$ cat config.mk
export PLATFORM = sky130hd
export DESIGN_NAME = sscan_arm
export DESIGN_NICKNAME = d
export VERILOG_FILES = /design/src/rtl/sscan_pkg.sv /design/src/rtl/sscan_mode_watch.sv /design/src/rtl/sscan_status_cell.sv /design/src/rtl/sscan_trig_qual.sv /design/src/rtl/sscan_arm.sv
export SDC_FILE = /design/constraint.sdc
export NUM_CORES = 1
export LEC_CHECK = 0
export ABC_AREA = 0
export CORE_MARGIN = 2
export CORE_UTILIZATION = 33
export CTS_CLUSTER_DIAMETER = 80
export DETAILED_ROUTE_END_ITERATION = 7
export GPL_TIMING_DRIVEN = 0
export PLACE_DENSITY = 0.77
export SKIP_LAST_GASP = 1
export SYNTH_ARGS = -nofsm -noshare
export SYNTH_HDL_FRONTEND = slang
export SYNTH_HIERARCHICAL = 1
export SYNTH_SLANG_ARGS = --single-unit
$ cat constraint.sdc
create_clock -name clk -period 1.3 [get_ports clk]
set_input_delay 0.26 -clock clk [delete_from_list [all_inputs] [get_ports clk]]
set_output_delay 0.26 -clock clk [all_outputs]
set_load 0.1 [all_outputs]
$ cat src/rtl/sscan_pkg.sv
package sscan_pkg;

   localparam int MODE_W = 3;

   typedef enum logic [MODE_W-1:0] {
      QM_OFF  = 3'd0,
      QM_SW   = 3'd1,
      QM_LVL  = 3'd2,
      QM_EDGE = 3'd3,
      QM_CONT = 3'd4
   } qmode_e;

   function automatic logic mode_is_single(input logic [MODE_W-1:0] m);
      return (m == QM_SW) || (m == QM_LVL) || (m == QM_EDGE);
   endfunction

   function automatic logic mode_is_off(input logic [MODE_W-1:0] m);
      return !(mode_is_single(m) || (m == QM_CONT));
   endfunction

endpackage

$ cat src/rtl/sscan_mode_watch.sv
module sscan_mode_watch
   import sscan_pkg::*;
(
   input  logic              clk,
   input  logic              rst_n,
   input  logic [MODE_W-1:0] mode_i,
   output logic              off_entry_o
);

   logic prev_off_q;
   logic now_off;

   assign now_off = mode_is_off(mode_i);

   always_ff @(posedge clk or negedge rst_n) begin
      if (!rst_n) prev_off_q <= 1'b1;
      else        prev_off_q <= now_off;
   end

   assign off_entry_o = now_off && !prev_off_q;

   // an entry pulse is never followed by a second entry while the mode stays off
   assert_entry_single_R5: assert property (@(posedge clk) disable iff (!rst_n)
      (off_entry_o && now_off) |=> !(off_entry_o && $stable(mode_i)));

endmodule

$ cat src/rtl/sscan_status_cell.sv
module sscan_status_cell
   import sscan_pkg::*;
(
   input  logic              clk,
   input  logic              rst_n,
   input  logic [MODE_W-1:0] mode_i,
   input  logic              wr_i,
   input  logic              wdata_i,
   input  logic              eoq_i,
   input  logic              gate_i,
   input  logic              off_entry_i,
   output logic              armed_o
);

   logic set_req;
   logic clr_eoq;
   logic clr_gate;
   logic clr_any;
   logic armed_q;

   assign set_req  = wr_i && wdata_i;
   assign clr_eoq  = eoq_i && mode_is_single(mode_i);
   assign clr_gate = gate_i && (mode_i == QM_LVL);
   assign clr_any  = clr_eoq || clr_gate || off_entry_i;

   always_ff @(posedge clk or negedge rst_n) begin
      if (!rst_n)       armed_q <= 1'b0;
      else if (clr_any) armed_q <= 1'b0;
      else if (set_req) armed_q <= 1'b1;
   end

   assign armed_o = armed_q;

   assert_set_takes_R1: assert property (@(posedge clk) disable iff (!rst_n)
      (wr_i && wdata_i && !eoq_i && !gate_i && !off_entry_i) |=> armed_o);

   assert_eoq_clear_R3: assert property (@(posedge clk) disable iff (!rst_n)
      (eoq_i && mode_is_single(mode_i)) |=> !armed_o);

   assert_gate_clear_R4: assert property (@(posedge clk) disable iff (!rst_n)
      (gate_i && mode_i == QM_LVL) |=> !armed_o);

   assert_off_clear_R5: assert property (@(posedge clk) disable iff (!rst_n)
      off_entry_i |=> !armed_o);

   assert_clear_wins_R6: assert property (@(posedge clk) disable iff (!rst_n)
      (wr_i && wdata_i && off_entry_i) |=> !armed_o);

   assert_hold_R11: assert property (@(posedge clk) disable iff (!rst_n)
      (!(wr_i && wdata_i) && !eoq_i && !gate_i && !off_entry_i) |=> $stable(armed_o));

endmodule

$ cat src/rtl/sscan_trig_qual.sv
module sscan_trig_qual
   import sscan_pkg::*;
#(
   parameter bit REG_OUT = 1'b0
) (
   input  logic              clk,
   input  logic              rst_n,
   input  logic [MODE_W-1:0] mode_i,
   input  logic              armed_i,
   input  logic              hw_trig_i,
   output logic              trig_o
);

   logic trig_raw;

   always_comb begin
      unique case (mode_i)
         QM_SW:           trig_raw = armed_i;
         QM_LVL, QM_EDGE: trig_raw = armed_i && hw_trig_i;
         QM_CONT:         trig_raw = hw_trig_i;
         default:         trig_raw = 1'b0;
      endcase
   end

   generate
      if (REG_OUT) begin : g_reg
         logic trig_q;

         always_ff @(posedge clk or negedge rst_n) begin
            if (!rst_n) trig_q <= 1'b0;
            else        trig_q <= trig_raw;
         end

         assign trig_o = trig_q;

         assert_disarmed_quiet_R8: assert property (@(posedge clk) disable iff (!rst_n)
            (!armed_i && (mode_i == QM_LVL || mode_i == QM_EDGE)) |=> !trig_o);
      end else begin : g_comb
         assign trig_o = trig_raw;

         assert_sw_is_arm_R7: assert property (@(posedge clk) disable iff (!rst_n)
            (mode_i == QM_SW) |-> (trig_o == armed_i));

         assert_disarmed_quiet_R8: assert property (@(posedge clk) disable iff (!rst_n)
            (!armed_i && (mode_i == QM_LVL || mode_i == QM_EDGE)) |-> !trig_o);

         assert_off_silent_R9: assert property (@(posedge clk) disable iff (!rst_n)
            mode_is_off(mode_i) |-> !trig_o);
      end
   endgenerate

endmodule

$ cat src/rtl/sscan_arm.sv
module sscan_arm
   import sscan_pkg::*;
#(
   parameter int NQ      = 4,
   parameter bit REG_OUT = 1'b0
) (
   input  logic               clk,
   input  logic               rst_n,
   input  logic [NQ*3-1:0]    mode_i,
   input  logic [NQ-1:0]      arm_wr_i,
   input  logic [NQ-1:0]      arm_wdata_i,
   input  logic [NQ-1:0]      eoq_xfer_i,
   input  logic [NQ-1:0]      gate_close_i,
   input  logic [NQ-1:0]      hw_trig_i,
   output logic [NQ-1:0]      armed_o,
   output logic [NQ-1:0]      trig_o
);

   localparam int MW = MODE_W;

   generate
      if (NQ < 1) begin : g_bad_nq
         $error("sscan_arm: NQ must be at least 1");
      end
      if (MW * NQ != $bits(mode_i)) begin : g_bad_mw
         $error("sscan_arm: mode bus width mismatch");
      end
   endgenerate

   generate
      for (genvar q = 0; q < NQ; q++) begin : g_q
         logic [MW-1:0] mode_q;
         logic          off_entry;

         assign mode_q = mode_i[q*MW +: MW];

         sscan_mode_watch u_watch (
            .clk         (clk),
            .rst_n       (rst_n),
            .mode_i      (mode_q),
            .off_entry_o (off_entry)
         );

         sscan_status_cell u_cell (
            .clk         (clk),
            .rst_n       (rst_n),
            .mode_i      (mode_q),
            .wr_i        (arm_wr_i[q]),
            .wdata_i     (arm_wdata_i[q]),
            .eoq_i       (eoq_xfer_i[q]),
            .gate_i      (gate_close_i[q]),
            .off_entry_i (off_entry),
            .armed_o     (armed_o[q])
         );

         sscan_trig_qual #(.REG_OUT(REG_OUT)) u_qual (
            .clk       (clk),
            .rst_n     (rst_n),
            .mode_i    (mode_q),
            .armed_i   (armed_o[q]),
            .hw_trig_i (hw_trig_i[q]),
            .trig_o    (trig_o[q])
         );

         assert_wr0_inert_R2: assert property (@(posedge clk) disable iff (!rst_n)
            (arm_wr_i[q] && !arm_wdata_i[q] && !armed_o[q]) |=> !armed_o[q]);
      end
   endgenerate

   always_comb begin
      if (!rst_n) assert_reset_clear_R10: assert (armed_o == '0);
   end

endmodule

### Word-level counts from Yosys, hierarchy flattened

Index checks and enable logic that the tools add are counted.

| word-level totals | value |
|---|---|
| register bits after elaboration | 8 |
| latch bits | 0 |
| RAM bits | 0 |
| memory bits (read-only) | 0 |
| bits of input ports | 34 |
| output and inout bits | 8 |
| word-level logic and storage cells | 92 |
| memories kept | 0 |

| operators by class | value |
|---|---|
| add/subtract/negate cells | 0 |
| $mul | 0 |
| div/mod/pow operators | 0 |
| order comparisons | 0 |
| equal/unequal tests | 16 |
| shift operators | 0 |
| multiplexer cells | 12 |
| bitwise gates (word level) | 0 |
| reduce and logical (&&, ||, !) cells | 56 |

Operators by type and width:

| cell | count |
|---|---|
| $eq A3 B2 Y1 const B | 8 |
| $logic_and A1 B1 Y1 | 20 |
| $logic_or A1 B1 Y1 | 20 |
| $eq A3 B1 Y1 const B | 4 |
| $eq A3 B3 Y1 const B | 4 |
| $pmux W1 S3 | 4 |
| $logic_not A1 Y1 | 8 |
| $mux W1 | 8 |
| $reduce_bool A2 Y1 | 4 |
| $reduce_or A2 Y1 | 4 |

### Longest topological paths before layout

Gate-level depths: netlist (run 1).

| logic depth | value |
|---|---|
| depth after elaboration | 8 |
| gate-level depth with buffers | 4 |
| mapped depth without buffers | 4 |

### Cells and area by module

The synthesis (run 1) kept the hierarchy.

By module, submodules not included:

| module | instances | cells each | area an instance (um^2) |
|---|---|---|---|
| sscan_mode_watch | 4 | 5 | 55.1 |
| sscan_status_cell | 4 | 7 | 55.1 |
| sscan_trig_qual | 4 | 4 | 36.3 |

### Least setup slack after synthesis (run 1)

No wires, ideal clock.

| timing path | value |
|---|---|
| path type | register to output |
| from | register g_q[0].u_cell.armed_q |
| to | output port trig_o[0] |
| arrival | 2,225 ps |
| data required time | 1,040 ps |
| slack | -1,185 ps |
| cell stages (with the launch flop) | 3 |
| path buffers | 0 |
| cell sequence | dfrtp_1 or4bb_1 nand3_1 |

| between the ends | value |
|---|---|
| cells in the longest elaborated chain, start to end | 2 |

Ends and longest elaborated chain:

| item | line | source |
|---|---|---|
| from (decl) | sscan_status_cell.sv:19 | `logic armed_q;` |
| from (signal assigned) | sscan_status_cell.sv:27 | `if (!rst_n) armed_q <= 1'b0;` |
| from (signal assigned) | sscan_status_cell.sv:28 | `else if (clr_any) armed_q <= 1'b0;` |
| from (signal assigned) | sscan_status_cell.sv:29 | `else if (set_req) armed_q <= 1'b1;` |
| $logic_and A1 B1 Y1 | sscan_trig_qual.sv:19 | `QM_LVL, QM_EDGE: trig_raw = armed_i && hw_trig_i;` |
| $pmux W1 S3 (*) | sscan_trig_qual.sv:17 | `unique case (mode_i)` |
| to (decl) | sscan_arm.sv:16 | `output logic [NQ-1:0] trig_o` |

Mark *: on every way between the ends. The rest lies on a longest branch, timed or not.

### Worst setup path after layout (run 1)

| timing path | value |
|---|---|
| from | register g_q[1].u_cell.armed_q |
| to | output port trig_o[1] |

| between the ends | value |
|---|---|
| cells in the longest elaborated chain, start to end | 2 |

Ends and longest elaborated chain:

| item | line |
|---|---|
| from (decl) | sscan_status_cell.sv:19 |
| from (signal assigned) | sscan_status_cell.sv:27 |
| from (signal assigned) | sscan_status_cell.sv:28 |
| from (signal assigned) | sscan_status_cell.sv:29 |
| $logic_and A1 B1 Y1 | sscan_trig_qual.sv:19 |
| $pmux W1 S3 (*) | sscan_trig_qual.sv:17 |

Marks and branches as above.

==> results of run 1 <==
## synth_stat cells (all sizes together)
| library cell | instances | area (sq um) |
|---|---|---|
| nand4b | 4 | 35.0 |
| o31a | 4 | 35.0 |
| dfstp | 4 | 105 |
| dfrtp | 4 | 100 |
| a21oi | 12 | 75.1 |
| nand3 | 4 | 20.0 |
| or4bb | 8 | 90.1 |
| o21ai | 4 | 20.0 |
| nand2 | 4 | 15.0 |
| nor2 | 8 | 30.0 |
| or3 | 4 | 45.0 |
| inv | 4 | 15.0 |
## stage by stage
stage / area, sq um / power (W) / cells / TNS, ps
2_1_floorplan: 666 / 0.000588 / 64 / -1400
3_3_place_gp: 1100 / 0.000771 / 122 / -9360
3_5_place_dp: 1100 / 0.000778 / 122 / -9570
4_1_cts: 1220 / 0.00102 / 129 / -1410
5_1_grt: 1250 / 0.00109 / 129 / -1580
6_report: 1250 / 0.00104 / 129 / -1400
## metal layers
layer,vias up,routed length (um)
met5,-,0
met4,0,0
met3,0,130
met2,23,935
met1,324,748
li1,342,-
## power breakdown
group / switching, W / leakage [nW] / total, W / internal (W)
clock: 0.0000769 / 0.0138 / 0.000182 / 0.000105
sequential: 0.0000130 / 0.0877 / 0.000305 / 0.000292
combinational: 0.000302 / 0.430 / 0.000558 / 0.000256
## worst max-delay path by stage
stage / end / slack, ps / start
3_5_place_dp: trig_o[3] / -1610 / mode_i[9]
6_report: trig_o[1] / -360 / g_q[1].u_cell/armed_o
4_1_cts: trig_o[3] / -350 / g_q[3].u_cell/armed_o
5_1_grt: trig_o[3] / -390 / g_q[3].u_cell/armed_o
2_1_floorplan: trig_o[0] / -350 / g_q[0].u_cell/armed_o
3_3_place_gp: trig_o[3] / -1580 / mode_i[9]
## sequential cells by signal, summed over array words and instances, names as in the netlist
signal	count
g_q.u_cell/armed_o	4
g_q.u_watch/prev_off_q	4
## repair_timing
| action | CTS | global route |
|---|---|---|
| buffers inserted | 4 | 0 |
| setup endpoints to repair | 12 | 8 |
| pin swaps | 8 | 0 |
| endpoints found under the hold margin | 0 | 0 |
| gates resized for setup | 101 | 8 |
## critical path, stage by stage (launching register included)
cell	delay, ps
dfrtp_4	400
or4bb_4	470
nand3_4	100
buf_12	170
## cell type report
class                   instances  area share (%)
clock buffers                   3            1.80
inverters                       4            1.20
multi-input cells              52            35.6
flip-flops and latches          8            17.6
well taps                      17            1.70
repair buffers                 45            42.1
## logic make-up (layout without fill, tap and decap cells)
logic type	count (synthesis)	in the layout	synth area share, %
AOI/OAI and AO/OA	20	20	22.2
buffers and inverters	4	52	2.56
DFF	8	8	35.0
and+or+nand+nor	32	32	40.2
==> parameters.txt, run 1 <==
Parameter                              Value

Layout
  Most frequent cells in the layout ... clkdlybuf4s50_1 (17), nor2_1 (8), a21oi_1 (8), or4bb_4 (8), buf_12 (8)
  Share of layout cells above drive strength 1 ... 42.0%
  Footprint of the multi-input gates ... 445 sq um
  Ant. Diodes ... 0
  Relative area change from synthesis to final layout ... 114%
  Final core utilization ... 74.1%
  Commonest non-fill, non-tap cell in the layout ... clkdlybuf4s50_1
  Sequential cell area ... 220 sq um
  Fillers ... 129
  Number of nets in the final layout ... between 100 and 150

STA
  Setup repair after global routing missed its margin ... yes
  Worst clock skew ... 0.0577 ps
  Final number of setup-violating endpoints ... 4
  Transition time at the pin with the least slew margin ... roughly 350 ps
  Final number of hold-violating endpoints ... 0
  Final Max Slew Viols ... 0
  Crit share post-route ... 127%
  Crit path setup slack, layout ... -355 ps
  Worst slew margin relative to its limit ... around 76%
  Clock period minus worst slack ... between 1500 and 2000 ps
  Highest clock frequency the design can meet ... around 600 MHz
  Final worst hold slack ... about 290 ps

Detailed routing
  Count of antenna-violating nets left after detailed routing ... 0
  Post-DR vias/cell ... about 5.3
  Vias ... 689
  Average detailed-routed wire length per instance ... 14.1 um
  DRT Pass-1 Iters ... 4
  Detailed Route WL ... 1.81 mm
  DRC violation count after routing ... 0
  Detailed router's first-iteration violation count ... 12

Setup path
  Max Fanout on Critical Path ... 2
  Worst reg2reg path endpoint ... g_q[2].u_cell/armed_o
  Depth of the worst register-to-register path ... 4
  Critical path launch point type ... flip-flop
  Signal arrival time at the worst endpoint ... 1400 ps
  WS Path Type ... reg2out
  Required time reported for the critical path endpoint ... 1040 ps
  FF-to-FF Start ... g_q[2].u_cell/armed_o
  R2R Setup Slk ... 270 ps
  Type of destination of the critical path ... primary output

Global routing
  Global routing met3 resource utilization ... approximately 8%
  Met1 routing resource usage after global routing ... 20.6%
  Number of global-route vias before repair ... 645
  Sum of overflow across all layers after global routing ... 0
  Initial antenna violation count ... 0
  Global-route wire length before repair ... about 2.7 mm
  Pin count of the biggest net entering global routing ... 9
  Global Route met2 Usage ... 29.4%
  GR Util All Layers ... 17.3%
  GRT busiest layer ... met2

Power
  Maximum resistive drop on vdd ... between 0.7 and 0.8 mV
  Power per standard cell area ... 835 mW/mm^2
  Total leakage power ... 0.532 nW

Floorplan
  Core Footprint ... 0.00169 sq mm
  Vertical die dimension ... 46.1 um
  Placement Rows ... 15
  Horizontal extent of the die ... 46.1 um
  Initial Utilization ... around a third
  Top-Level Pins ... 42
  Total die area ... 0.00213 sq mm

Place
  HPWL after detailed placement ... 1.36 mm
  Worst-case setup slack after placement ... -1610 ps
  Count of input and output buffers ... 41
  GPL Wtd Cong ... 0.676

CTS
  Number of buffers inserted by hold repair at cts ... 0
  Clock latency on the worst-skew pair ... about 240 ps
  Buffer type at the clock tree root ... clkbuf_4
  CTS tree ... yes
  CTS Buffer Depth ... 2
  Clock-pin slew on the worst setup and hold paths ... roughly 50 ps
  Clk sinks ... 8
  Total clock buffers created by CTS ... 3
  H-tree levels ... 1

Yosys
  Number of synthesized register bits ... 8
  Synthesized netlist net count ... 98
  Gate count after technology mapping ... 64
  Count of different cell masters after synthesis ... 13
  Mapped cell area ... 586 sq um
  Post-Synthesis Mean Instance Area ... about 9.1 sq um
  Fraction of the yosys area taken by sequential cells ... 35.0%
  Yosys synthesis warning count ... 6

Outcome
  Result of the run ... complete, but fails checks
  Failing checks ... setup timing

Run
  Number of maximum-capacitance constraint violations ... 0

Hold path
  Worst min-delay path class ... in2async
(Power assumes the default switching activity.)
==> run 2, diff against run 1 <==
--- a/config.mk
+++ b/config.mk
@@ -8,10 +8,9 @@
 export ABC_AREA = 0
 export CORE_MARGIN = 2
 export CORE_UTILIZATION = 33
-export CTS_CLUSTER_DIAMETER = 80
 export DETAILED_ROUTE_END_ITERATION = 7
-export GPL_TIMING_DRIVEN = 0
 export PLACE_DENSITY = 0.77
+export REMOVE_ABC_BUFFERS = 1
 export SKIP_LAST_GASP = 1
 export SYNTH_ARGS = -nofsm -noshare
 export SYNTH_HDL_FRONTEND = slang
==> run 2 against run 1 <==
Compared with the run above:
- the flow still finishes with violations (setup timing)
- routed wire length grew 0.17%
- global-route usage grew 2.0 points
- combinational power is essentially flat
- clock skew is essentially flat
- fmax grew 4.5%
- sequential power shrank 4%
- clock-buffer cell count is the same
- first-iteration DRC count is the same
- non-clock buffer count grew 12
- register-to-register slack gained 80 ps
==> parameters.txt, run 2 (same netlist as run 1, synthesis figures left out) <==
Parameter                              Value

Outcome
  Result of the run ... complete, but fails checks
  Failing checks ... setup timing

Detailed routing
  DRC violation count after routing ... 0
  Post-DR vias/cell ... 5.23
  DRT Pass-1 Iters ... 4
  Vias ... 738
  Average detailed-routed wire length per instance ... about 13 um
  Count of antenna-violating nets left after detailed routing ... 0
  Detailed router's first-iteration violation count ... 12
  Detailed Route WL ... roughly 1.8 mm

Floorplan
  Top-Level Pins ... 42
  Horizontal extent of the die ... 46.1 um
  Total die area ... 0.00213 sq mm
  Vertical die dimension ... 46.1 um
  Core Footprint ... 0.00169 sq mm
  Initial Utilization ... 34.7%
  Placement Rows ... 15

CTS
  Total clock buffers created by CTS ... 3
  Clk sinks ... 8
  CTS tree ... yes
  Post-CTS Setup Bufs ... 0
  CTS Buffer Depth ... 2
  Clock-pin slew on the worst setup and hold paths ... about 60 ps
  H-tree levels ... 1
  Buffer type at the clock tree root ... clkbuf_4
  Number of buffers inserted by hold repair at cts ... 0
  Clock latency on the worst-skew pair ... about 240 ps

Layout
  Final non-filler cell area ... between 0.001 and 0.0015 sq mm
  Final core utilization ... 74.0%
  Commonest non-fill, non-tap cell in the layout ... clkdlybuf4s50_1
  Relative area change from synthesis to final layout ... 113%
  Ant. Diodes ... 0
  Most frequent cells in the layout ... clkdlybuf4s50_1 (17), buf_4 (16)
  Share of layout cells above drive strength 1 ... 34.7%
  Non-filler cells, final ... 141
  Number of nets in the final layout ... between 150 and 200

Global routing
  Global-route wire length before repair ... 2.98 mm
  Number of global-route vias before repair ... 776
  Sum of overflow across all layers after global routing ... 0
  Pin count of the biggest net entering global routing ... 9
  GR Util All Layers ... 19.3%
  Initial antenna violation count ... 0

Place
  GPL Wtd Cong ... 0.747
  Placed instance count ... 138
  Count of input and output buffers ... 41
  Placed instance area ... 0.00122 sq mm
  HPWL after detailed placement ... between 1.5 and 2 mm

Setup path
  Max Fanout on Critical Path ... 2
  Slowest cell on the critical path ... or4bb_1
  Signal arrival time at the worst endpoint ... 1320 ps
  Stage delay of the slowest cell on the critical path ... 430 ps
  Critical path launch point type ... flip-flop
  WS Path Type ... reg2out
  Worst-path cell chain ... or4bb_1 > nand3_2 > buf_12
  Required time reported for the critical path endpoint ... about 1000 ps
  Type of destination of the critical path ... primary output

Power
  Total power draw ... 0.00104 W
  Maximum resistive drop on vdd ... 0.520 mV
  Total leakage power ... between 0.5 and 0.6 nW
  Power per standard cell area ... around 830 mW/mm^2

STA
  Transition time at the pin with the least slew margin ... between 300 and 400 ps
  Crit share post-route ... 122%
  Worst slew margin relative to its limit ... 76.8%
  Final number of hold-violating endpoints ... 0
  Clock period minus worst slack ... 1580 ps
  Highest clock frequency the design can meet ... around 630 MHz
  Worst clock skew ... 0.233 ps
  Setup repair after global routing missed its margin ... yes
  Final number of setup-violating endpoints ... 4
  Crit path setup slack, layout ... -284 ps
  Final Max Slew Viols ... 0

Hold path
  Worst min-delay path class ... in2async

Run
  Number of maximum-capacitance constraint violations ... 0
## run 2: changes by cell type in the layout (fill, tap and decap cells not counted), moves of 2 or more
cell | before | now
dlygate4sd2_1 | 5 | 8
nand3_4 | 4 | 0
buf_4 | 2 | 16
or4bb_1 | 0 | 8
nand3_2 | 0 | 4
dfrtp_4 | 4 | 0
dfrtp_1 | 0 | 4
buf_6 | 2 | 0
or4bb_4 | 8 | 0
clkdlybuf4s15_2 | 4 | 0
## run 2: power by group
group	switching, W	internal (W)
sequential	0.0000125	0.000282
clock	0.0000818	0.000105
combinational	0.000301	0.000260
total	0.000395	0.000647
## run 2: path summary, 6_finish.rpt
check / slack, ps / endpoint / startpoint / cells past startpoint
max: -280 / trig_o[1] / g_q[1].u_cell/armed_o / 3
max in group asynchronous: 720 / g_q[3].u_watch/prev_off_q / rst_n / 1
min in group clk: 500 / g_q[1].u_cell/armed_o / mode_i[5] / 3
max reg2reg: 350 / g_q[2].u_cell/armed_o / g_q[2].u_cell/armed_o / 4
min reg2reg: 620 / g_q[0].u_cell/armed_o / g_q[0].u_watch/prev_off_q / 3
min: 280 / g_q[0].u_cell/armed_o / rst_n / 1
## run 2: final cells by class
class,count,area (sq um)
Tap cell,17,21.3
Sequential cell,8,205
Timing Repair Buffer,57,601
Clock buffer,3,22.5
Inverter,4,15.0
Fill cell,146,439
Multi-Input combinational cell,52,385
## run 2: metrics by stage
step	hold WS, ps	TNS, ps	worst slack, ps
final	281	-1040	-284
after global routing	310	-1190	-328
after CTS	288	-1400	-398
after detailed placement	555	-3880	-540
after global placement	554	-3560	-515
after floorplan	-35.6	-4740	-1190
## run 2: worst max-delay path: cells and delay by family, from the launching register on
| kind | cells | cell delay (ps) |
|---|---|---|
| DFF | 1 | 340 |
| and+or+nand+nor | 2 | 560 |
| buffers and inverters | 1 | 180 |
## run 2: repair_timing
| action | 4_1_cts | 5_1_grt |
|---|---|---|
| pin swaps | 12 | 12 |
| setup endpoints to repair | 8 | 4 |
| resized for setup | 20 | 8 |
## run 2: routing by layer
| metal | vias up | part of all wire [%] | global-route usage, % |
|---|---|---|---|
| li1 | 373 | - | - |
| met1 | 335 | 37 | 20.9 |
| met2 | 30 | 56 | 38.3 |
| met3 | 0 | 7.3 | 4.71 |
| met4 | 0 | 0 | 1.71 |
| met5 | - | 0 | 0 |
